===== src/rtl/irq_ctl_pkg.sv =====
package irq_ctl_pkg;
  localparam int NSRC     = 5;
  localparam int IDX_W    = $clog2(NSRC);
  localparam int VEC_W    = 16;
  localparam logic [VEC_W-1:0] VEC_BASE = 16'h0003;
  localparam int VEC_STEP = 8;

  typedef struct packed {
    logic             hi;
    logic [IDX_W-1:0] idx;
  } offer_t;

  function automatic logic [VEC_W-1:0] vec_of(input logic [IDX_W-1:0] idx);
    return VEC_BASE + VEC_W'(VEC_STEP) * VEC_W'(idx);
  endfunction
endpackage


===== src/rtl/irq_sampler.sv =====
module irq_sampler #(
  parameter int N = 5
) (
  input  logic         clk,
  input  logic         rst_n,
  input  logic         cap,
  input  logic [N-1:0] raw,
  output logic [N-1:0] held
);
  always_ff @(posedge clk) begin
    if (!rst_n)   held <= '0;
    else if (cap) held <= raw;
  end
endmodule


===== src/rtl/irq_level_pick.sv =====
module irq_level_pick #(
  parameter int N  = 5,
  parameter int IW = 3
) (
  input  logic [N-1:0]  cand,
  output logic          found,
  output logic [IW-1:0] idx
);
  // lowest index wins: scan from the top so the lowest set bit is last
  always_comb begin
    found = 1'b0;
    idx   = '0;
    for (int i = N - 1; i >= 0; i--) begin
      if (cand[i]) begin
        found = 1'b1;
        idx   = IW'(i);
      end
    end
  end
endmodule


===== src/rtl/irq_nest_track.sv =====
module irq_nest_track (
  input  logic clk,
  input  logic rst_n,
  input  logic take,
  input  logic take_hi,
  input  logic ret,
  output logic busy_hi,
  output logic busy_lo
);
  logic nx_hi, nx_lo;

  always_comb begin
    nx_hi = busy_hi;
    nx_lo = busy_lo;
    if (ret) begin
      if (busy_hi) nx_hi = 1'b0;
      else         nx_lo = 1'b0;
    end
    if (take) begin
      if (take_hi) nx_hi = 1'b1;
      else         nx_lo = 1'b1;
    end
  end

  always_ff @(posedge clk) begin
    if (!rst_n) begin
      busy_hi <= 1'b0;
      busy_lo <= 1'b0;
    end else begin
      busy_hi <= nx_hi;
      busy_lo <= nx_lo;
    end
  end
endmodule


===== src/rtl/prio_irq_ctrl.sv =====
module prio_irq_ctrl
  import irq_ctl_pkg::*;
#(
  parameter int REG_W   = 8,
  parameter int GLB_BIT = 7
) (
  input  logic              clk,
  input  logic              rst_n,
  input  logic [NSRC-1:0]   src_req,
  input  logic [REG_W-1:0]  en_reg,
  input  logic [REG_W-1:0]  pri_reg,
  input  logic              tick_s5,
  input  logic              tick_s1,
  input  logic              reti_stb,
  output logic              call_valid,
  input  logic              call_ready,
  output logic [VEC_W-1:0]  call_vec,
  output logic              call_hi,
  output logic              busy_hi,
  output logic              busy_lo
);
  localparam int NLVL = 2;

  logic [NSRC-1:0]  smp;
  logic [NSRC-1:0]  elig;
  logic [NSRC-1:0]  cand   [NLVL];
  logic             found  [NLVL];
  logic [IDX_W-1:0] win    [NLVL];
  logic             take_hi_now, take_lo_now, launch, accept;
  offer_t           offer_q;

  irq_sampler #(.N(NSRC)) u_smp (
    .clk(clk), .rst_n(rst_n), .cap(tick_s5), .raw(src_req), .held(smp)
  );

  assign elig = smp & en_reg[NSRC-1:0] & {NSRC{en_reg[GLB_BIT]}};

  // level 1 = high, level 0 = low
  for (genvar l = 0; l < NLVL; l++) begin : g_lvl
    if (l == 1) begin : g_hi
      assign cand[l] = elig & pri_reg[NSRC-1:0];
    end else begin : g_lo
      assign cand[l] = elig & ~pri_reg[NSRC-1:0];
    end
    irq_level_pick #(.N(NSRC), .IW(IDX_W)) u_pick (
      .cand(cand[l]), .found(found[l]), .idx(win[l])
    );
  end

  assign take_hi_now = found[1] && !busy_hi;
  assign take_lo_now = !found[1] && found[0] && !busy_hi && !busy_lo;
  assign launch      = tick_s1 && !call_valid && (take_hi_now || take_lo_now);
  assign accept      = call_valid && call_ready;

  always_ff @(posedge clk) begin
    if (!rst_n) begin
      call_valid <= 1'b0;
      offer_q    <= '0;
    end else if (launch) begin
      call_valid  <= 1'b1;
      offer_q.hi  <= take_hi_now;
      offer_q.idx <= take_hi_now ? win[1] : win[0];
    end else if (accept) begin
      call_valid <= 1'b0;
    end
  end

  assign call_vec = vec_of(offer_q.idx);
  assign call_hi  = offer_q.hi;

  irq_nest_track u_nest (
    .clk(clk), .rst_n(rst_n), .take(accept), .take_hi(offer_q.hi),
    .ret(reti_stb), .busy_hi(busy_hi), .busy_lo(busy_lo)
  );
endmodule


===== config.mk =====
export PLATFORM = sky130hd
export DESIGN_NAME = prio_irq_ctrl
export DESIGN_NICKNAME = d
export VERILOG_FILES = /design/src/rtl/irq_ctl_pkg.sv /design/src/rtl/irq_sampler.sv /design/src/rtl/irq_level_pick.sv /design/src/rtl/irq_nest_track.sv /design/src/rtl/prio_irq_ctrl.sv
export SDC_FILE = /design/constraint.sdc
export NUM_CORES = 1
export LEC_CHECK = 0
export CAP_MARGIN = 20
export CORE_MARGIN = 2
export CORE_UTILIZATION = 38
export DETAILED_ROUTE_END_ITERATION = 7
export PLACE_DENSITY_LB_ADDON = 0.12
export SLEW_MARGIN = 10
export SYNTH_ARGS = -nofsm -noshare
export SYNTH_HDL_FRONTEND = slang
export SYNTH_SLANG_ARGS = --single-unit

===== constraint.sdc =====
create_clock -name clk -period 2 [get_ports clk]
set_input_delay 0.3 -clock clk [delete_from_list [all_inputs] [get_ports clk]]
set_output_delay 0.3 -clock clk [all_outputs]
set_load 0.02 [all_outputs]

Yosys cells after proc, flatten, opt, wreduce, memory -nomap -nowiden --
Cells that the tools add are included.
Storage, ports and cells: register bits after elaboration 12, bits of input ports 27, output and inout bits 20
Cells by class: add/subtract/negate cells 1, multiplexer cells 30, bitwise logic cells 5, reduce and logical (&&, ||, !) cells 13
Operator list (count):
- 3-bit 2-to-1 mux | 11
- 5-bit AND | 4
- 1-bit 2-to-1 mux | 19
- 2-bit by 6-bit adder with 7-bit output, first input constant | 1
- 1-bit logical AND | 7
- 5-bit NOT | 1
- 1-bit logical NOT | 4
- 2-bit nonzero test | 1
- 1-bit logical OR | 1

Logic depth before layout (Yosys ltp) --
depth in word-level cells 15, depth in mapped cells 6, gate-level depth less buffers 5

By module --
A second synthesis with hierarchy kept.
Unflattened totals: cells, all modules 100, area total of the unflattened synthesis 817.0 um^2
Modules (own cells, without submodules):
- prio_irq_ctrl | times used 1, cells an instance 59, area an instance 442.9 um^2
- irq_sampler | times used 1, cells an instance 16, area an instance 192.7 um^2
- irq_level_pick | times used 2, cells an instance 8, area an instance 48.8 um^2
- irq_nest_track | times used 1, cells an instance 9, area an instance 83.8 um^2

Worst setup path after synthesis --
OpenSTA, ideal clock, no wires.
path kind register to register, from register u_nest.busy_hi, to register offer_q[0] (netlist name), arrival 1.407 ns, data required time 1.885 ns, setup slack 0.478 ns, cell stages (with the launch flop) 7, path buffers 1, clock period less this slack 1.522 ns, cell sequence dfxtp_1 buf_6 or3b_4 a21oi_1 o21a_2 nor2_4 o21a_1
On the way: longest elaborated chain between the ends 5, elaborated cells between the ends (all ways) 7, classes of those cells mux (1); reduce/logical (6)
Ends and longest elaborated chain:
- from (decl) | RTL line irq_nest_track.sv:7 | output logic busy_hi,
- from (signal assigned) | RTL line irq_nest_track.sv:30 | busy_hi <= nx_hi;
- 1-bit logical NOT (*) | RTL line prio_irq_ctrl.sv:50, prio_irq_ctrl.sv:51
- 1-bit logical AND (2 in a row) | RTL line prio_irq_ctrl.sv:51 | assign take_lo_now = !found[1] && found[0] && !busy_hi && !busy_lo;
- 1-bit logical OR | RTL line prio_irq_ctrl.sv:52 | assign launch = tick_s1 && !call_valid && (take_hi_now || take_lo_now);
- 1-bit logical AND | RTL line prio_irq_ctrl.sv:52
- to (decl) | RTL line prio_irq_ctrl.sv:30 | offer_t offer_q;
Mark *: on every way between the ends. The rest lies on a longest branch, timed or not. A chain may end at the register's enable or synchronous reset.

Worst setup path in the final report --
from register u_nest.busy_hi, to output port busy_hi
RTL lines:
- to (decl) | RTL line prio_irq_ctrl.sv:19 | output logic busy_hi,
No word-level cell between the ends.

==> summary.md <==
| Metric | Value |
|---|---|
| Hold Crit Start | offer_q[2] |
| Final antenna-violating net count | 0 |
| GRT Resource Usage Total | 14.9% |
| Max frequency | 556 MHz |
| Iteration-0 DRC Markers | 8 |
| Final setup viols | 0 |
| Setup TNS Final | 0 ns |
| #FFs+latches synth | 12 |
| Pwr dens | 521 nW/um^2 |
| Synth area leaders | dfxtp_1, buf_4, mux2i_1 |
| CP Buf/Inv Count | 1 |
| GRT overflow | 0 |
| CP Launch Type | flop |
| EDFF count, synth | 0 |
| Fillers | 215 |
| CTS clock-pin slew for the worst setup and hold paths | 0.08 ns |
| Syn Inst Count | 94 |
| N_diodes | 0 |
| # placed instances | 148 |
| Worst Reg2Reg Path Length in Cells | 5 |
| WHS Path Cells | 2 |
| Stages on worst setup path | 1 |
| Share of post-route cells with drive strength above 1 | 15.3% |
| P_int | 434 uW |
| Cts hold-fix bufs | 0 |
| IO Count | 47 |
| DRC | 0 |
| Hold_ws | 0.462 ns |
| Clk_skew | 0.00336 ns |
| CP endpoint kind | primary output |
| Synth cell types | 33 |
| Sequential area share after synthesis | 28.5% |
| Die Span X | 51.1 um |
| Worst path arrival time | 1.50 ns |
| Final count of hold timing violations | 0 |
| Fin crit share | 90.0% |
| Dpl hpwl | 1380 um |
| Clk sinks | 12 |
| Synthesis-to-layout area growth | 35.0% |
| CTS tree | done |
| WHS Endpoint | offer_q[2] |
| Starting density of the core | 39.3% |
| Max-cap violations | 0 |
| Power share of the clock group | 33.2% |
| Worst VDD drop | 0.319 mV |
| PnR Total Power | 593 uW |
| Routed via count | 745 |
| Switching power share of the total | 26.7% |
| Final nets | 152 |
| Clk_lat worst skew | 0.28 ns |
| R2r startpoint | u_nest.busy_hi |
| Number of post-CTS setup repair buffers | 0 |
| Unrepaired setup endpoints after global routing | false |
| Comb power frac | 23.5% |
| Port Buffers | 28 |
| TritonCTS Buffers | 3 |
| Mean post-synth cell area | 8.97 sq um |
| YS warnings | 0 |
| Run status | completed |
| CP cell instances | clkdlybuf4s50_1 |
| Reg area | 240 sq um |
| Routed wire per std cell | 11.0 um |
| Largest area contributor in the netlist | dfxtp_1 |
| Number of global-route vias before repair | 707 |
| Switching power | 159 uW |
| Final WL | 1670 um |
| Finished Core Util | 53.0% |
| Die footprint | 2610 sq um |
| Async set-reset flop share out of synthesis | 0% |
| Worst path top cell family by delay | buffers and inverters |
| Max-slew violations | 0 |
| First-pass GRT wire length | 2890 um |
| Crit path required time | 1.70 ns |
| Slowest stage delay, CP | 0.68 ns |
| Initial antenna violation count | 0 |
| Top_reg_cell synth | dfxtp_1 |
| Final Critical Period | 1.80 ns |
| CP Max Fanout | 11 |
| Largest net degree at the start of global routing | 15 |
| Core ar. | 2150 sq um |
| Clock root cell | clkbuf_4 |
| Static Leak | 0.460 nW |
| Top post-synthesis cells by count | buf_4, dfxtp_1, nor2b_1 |
| Worst Hold Class | reg2reg |
| CTS H-tree lvls | 1 |
| Syn Std Cell Area | 843 sq um |
| First-pass iteration count of the detailed router | 3 |
| CP max-delay cell | clkdlybuf4s50_1 |
| Reg2Reg Capture Point | offer_q[0] |
| Fin cells | 152 |
| Critical path type | reg2out |
| Area fraction of the dominant cell type after synthesis | 28.5% |
| Seq pwr share | 43.3% |
| Vias per inst | 4.90 |
| Gpl congestion | 0.754 |
| Most common cell in the netlist | buf_4 |
| Maximum clock path buffer count | 2 |
| Multi-input gate area | 513 sq um |
| Setup slack, reg-to-reg | 0.46 ns |
| Post-CTS sizing | 0 |
| Die H | 51.1 um |
| Rows | 17 |
[cells by family after synthesis]
group	count (synthesis)	share of synthesized area (%)
compound gates	18	14.2
simple gates	36	31.3
flops	12	28.5
other cells	2	0.891
buf+inv	18	15.6
mux	8	9.50
[power by group through the flow]
stage | Sequential, mW | Clock (mW) | Combinational, mW
4_1_cts | 0.257 | 0.202 | 0.140
6_report | 0.257 | 0.197 | 0.139
3_5_place_dp | 0.263 | 0 | 0.140
3_3_place_gp | 0.262 | 0 | 0.138
5_1_grt | 0.259 | 0.216 | 0.154
2_1_floorplan | 0.266 | 0 | 0.0915
[worst max-delay path by stage]
stage                             to            from
after floorplan           offer_q[0]  u_nest.busy_hi
after global placement    offer_q[0]       en_reg[7]
after detailed placement  offer_q[0]       en_reg[7]
after CTS                    busy_hi  u_nest.busy_hi
after global routing         busy_hi  u_nest.busy_hi
final                        busy_hi  u_nest.busy_hi
[placed cells by master (no fill, tap or decap), types with 3 or more instances in the layout]
cell type and n:
clkdlybuf4s50_1 28, conb_1 13, dfxtp_1 12, nor2b_1 9, mux2i_1 8, nand4b_1 4, a21oi_1 4, nor2_1 4
o21ai_0 4, nand2_1 4, buf_4 4, clkbuf_4 3
[sequential cells by signal, indices dropped and copies added (netlist names)]
name            cells
u_smp.held          5
u_nest.busy_hi      1
u_nest.busy_lo      1
call_hi             1
offer_q             3
call_valid          1
[per-stage QoR]
stage,worst slack (ns),area [sq um]
2_1_floorplan,0.478,885
3_3_place_gp,0.0601,1100
3_5_place_dp,-0.0100,1100
4_1_cts,0.194,1140
5_1_grt,0.111,1140
6_report,0.201,1140
[per-layer routing]
layer  vias to the layer above  wire length, um  track usage (%)
met5                         -                0                0
met4                         0               13             8.11
met3                         2              106             3.51
met2                        28              792             24.9
met1                       338              755             17.5
li1                        377                -                -
[layout make-up]
| type | instances | area share (%) |
|---|---|---|
| clock buffer | 4 | 3.19 |
| tap | 28 | 3.08 |
| sequential | 12 | 21.1 |
| timing repair buffer | 32 | 27.3 |
| multi-input combinational | 75 | 45.1 |
| inverter | 1 | 0.330 |
No activity file was read; power rests on OpenSTA's default activity.
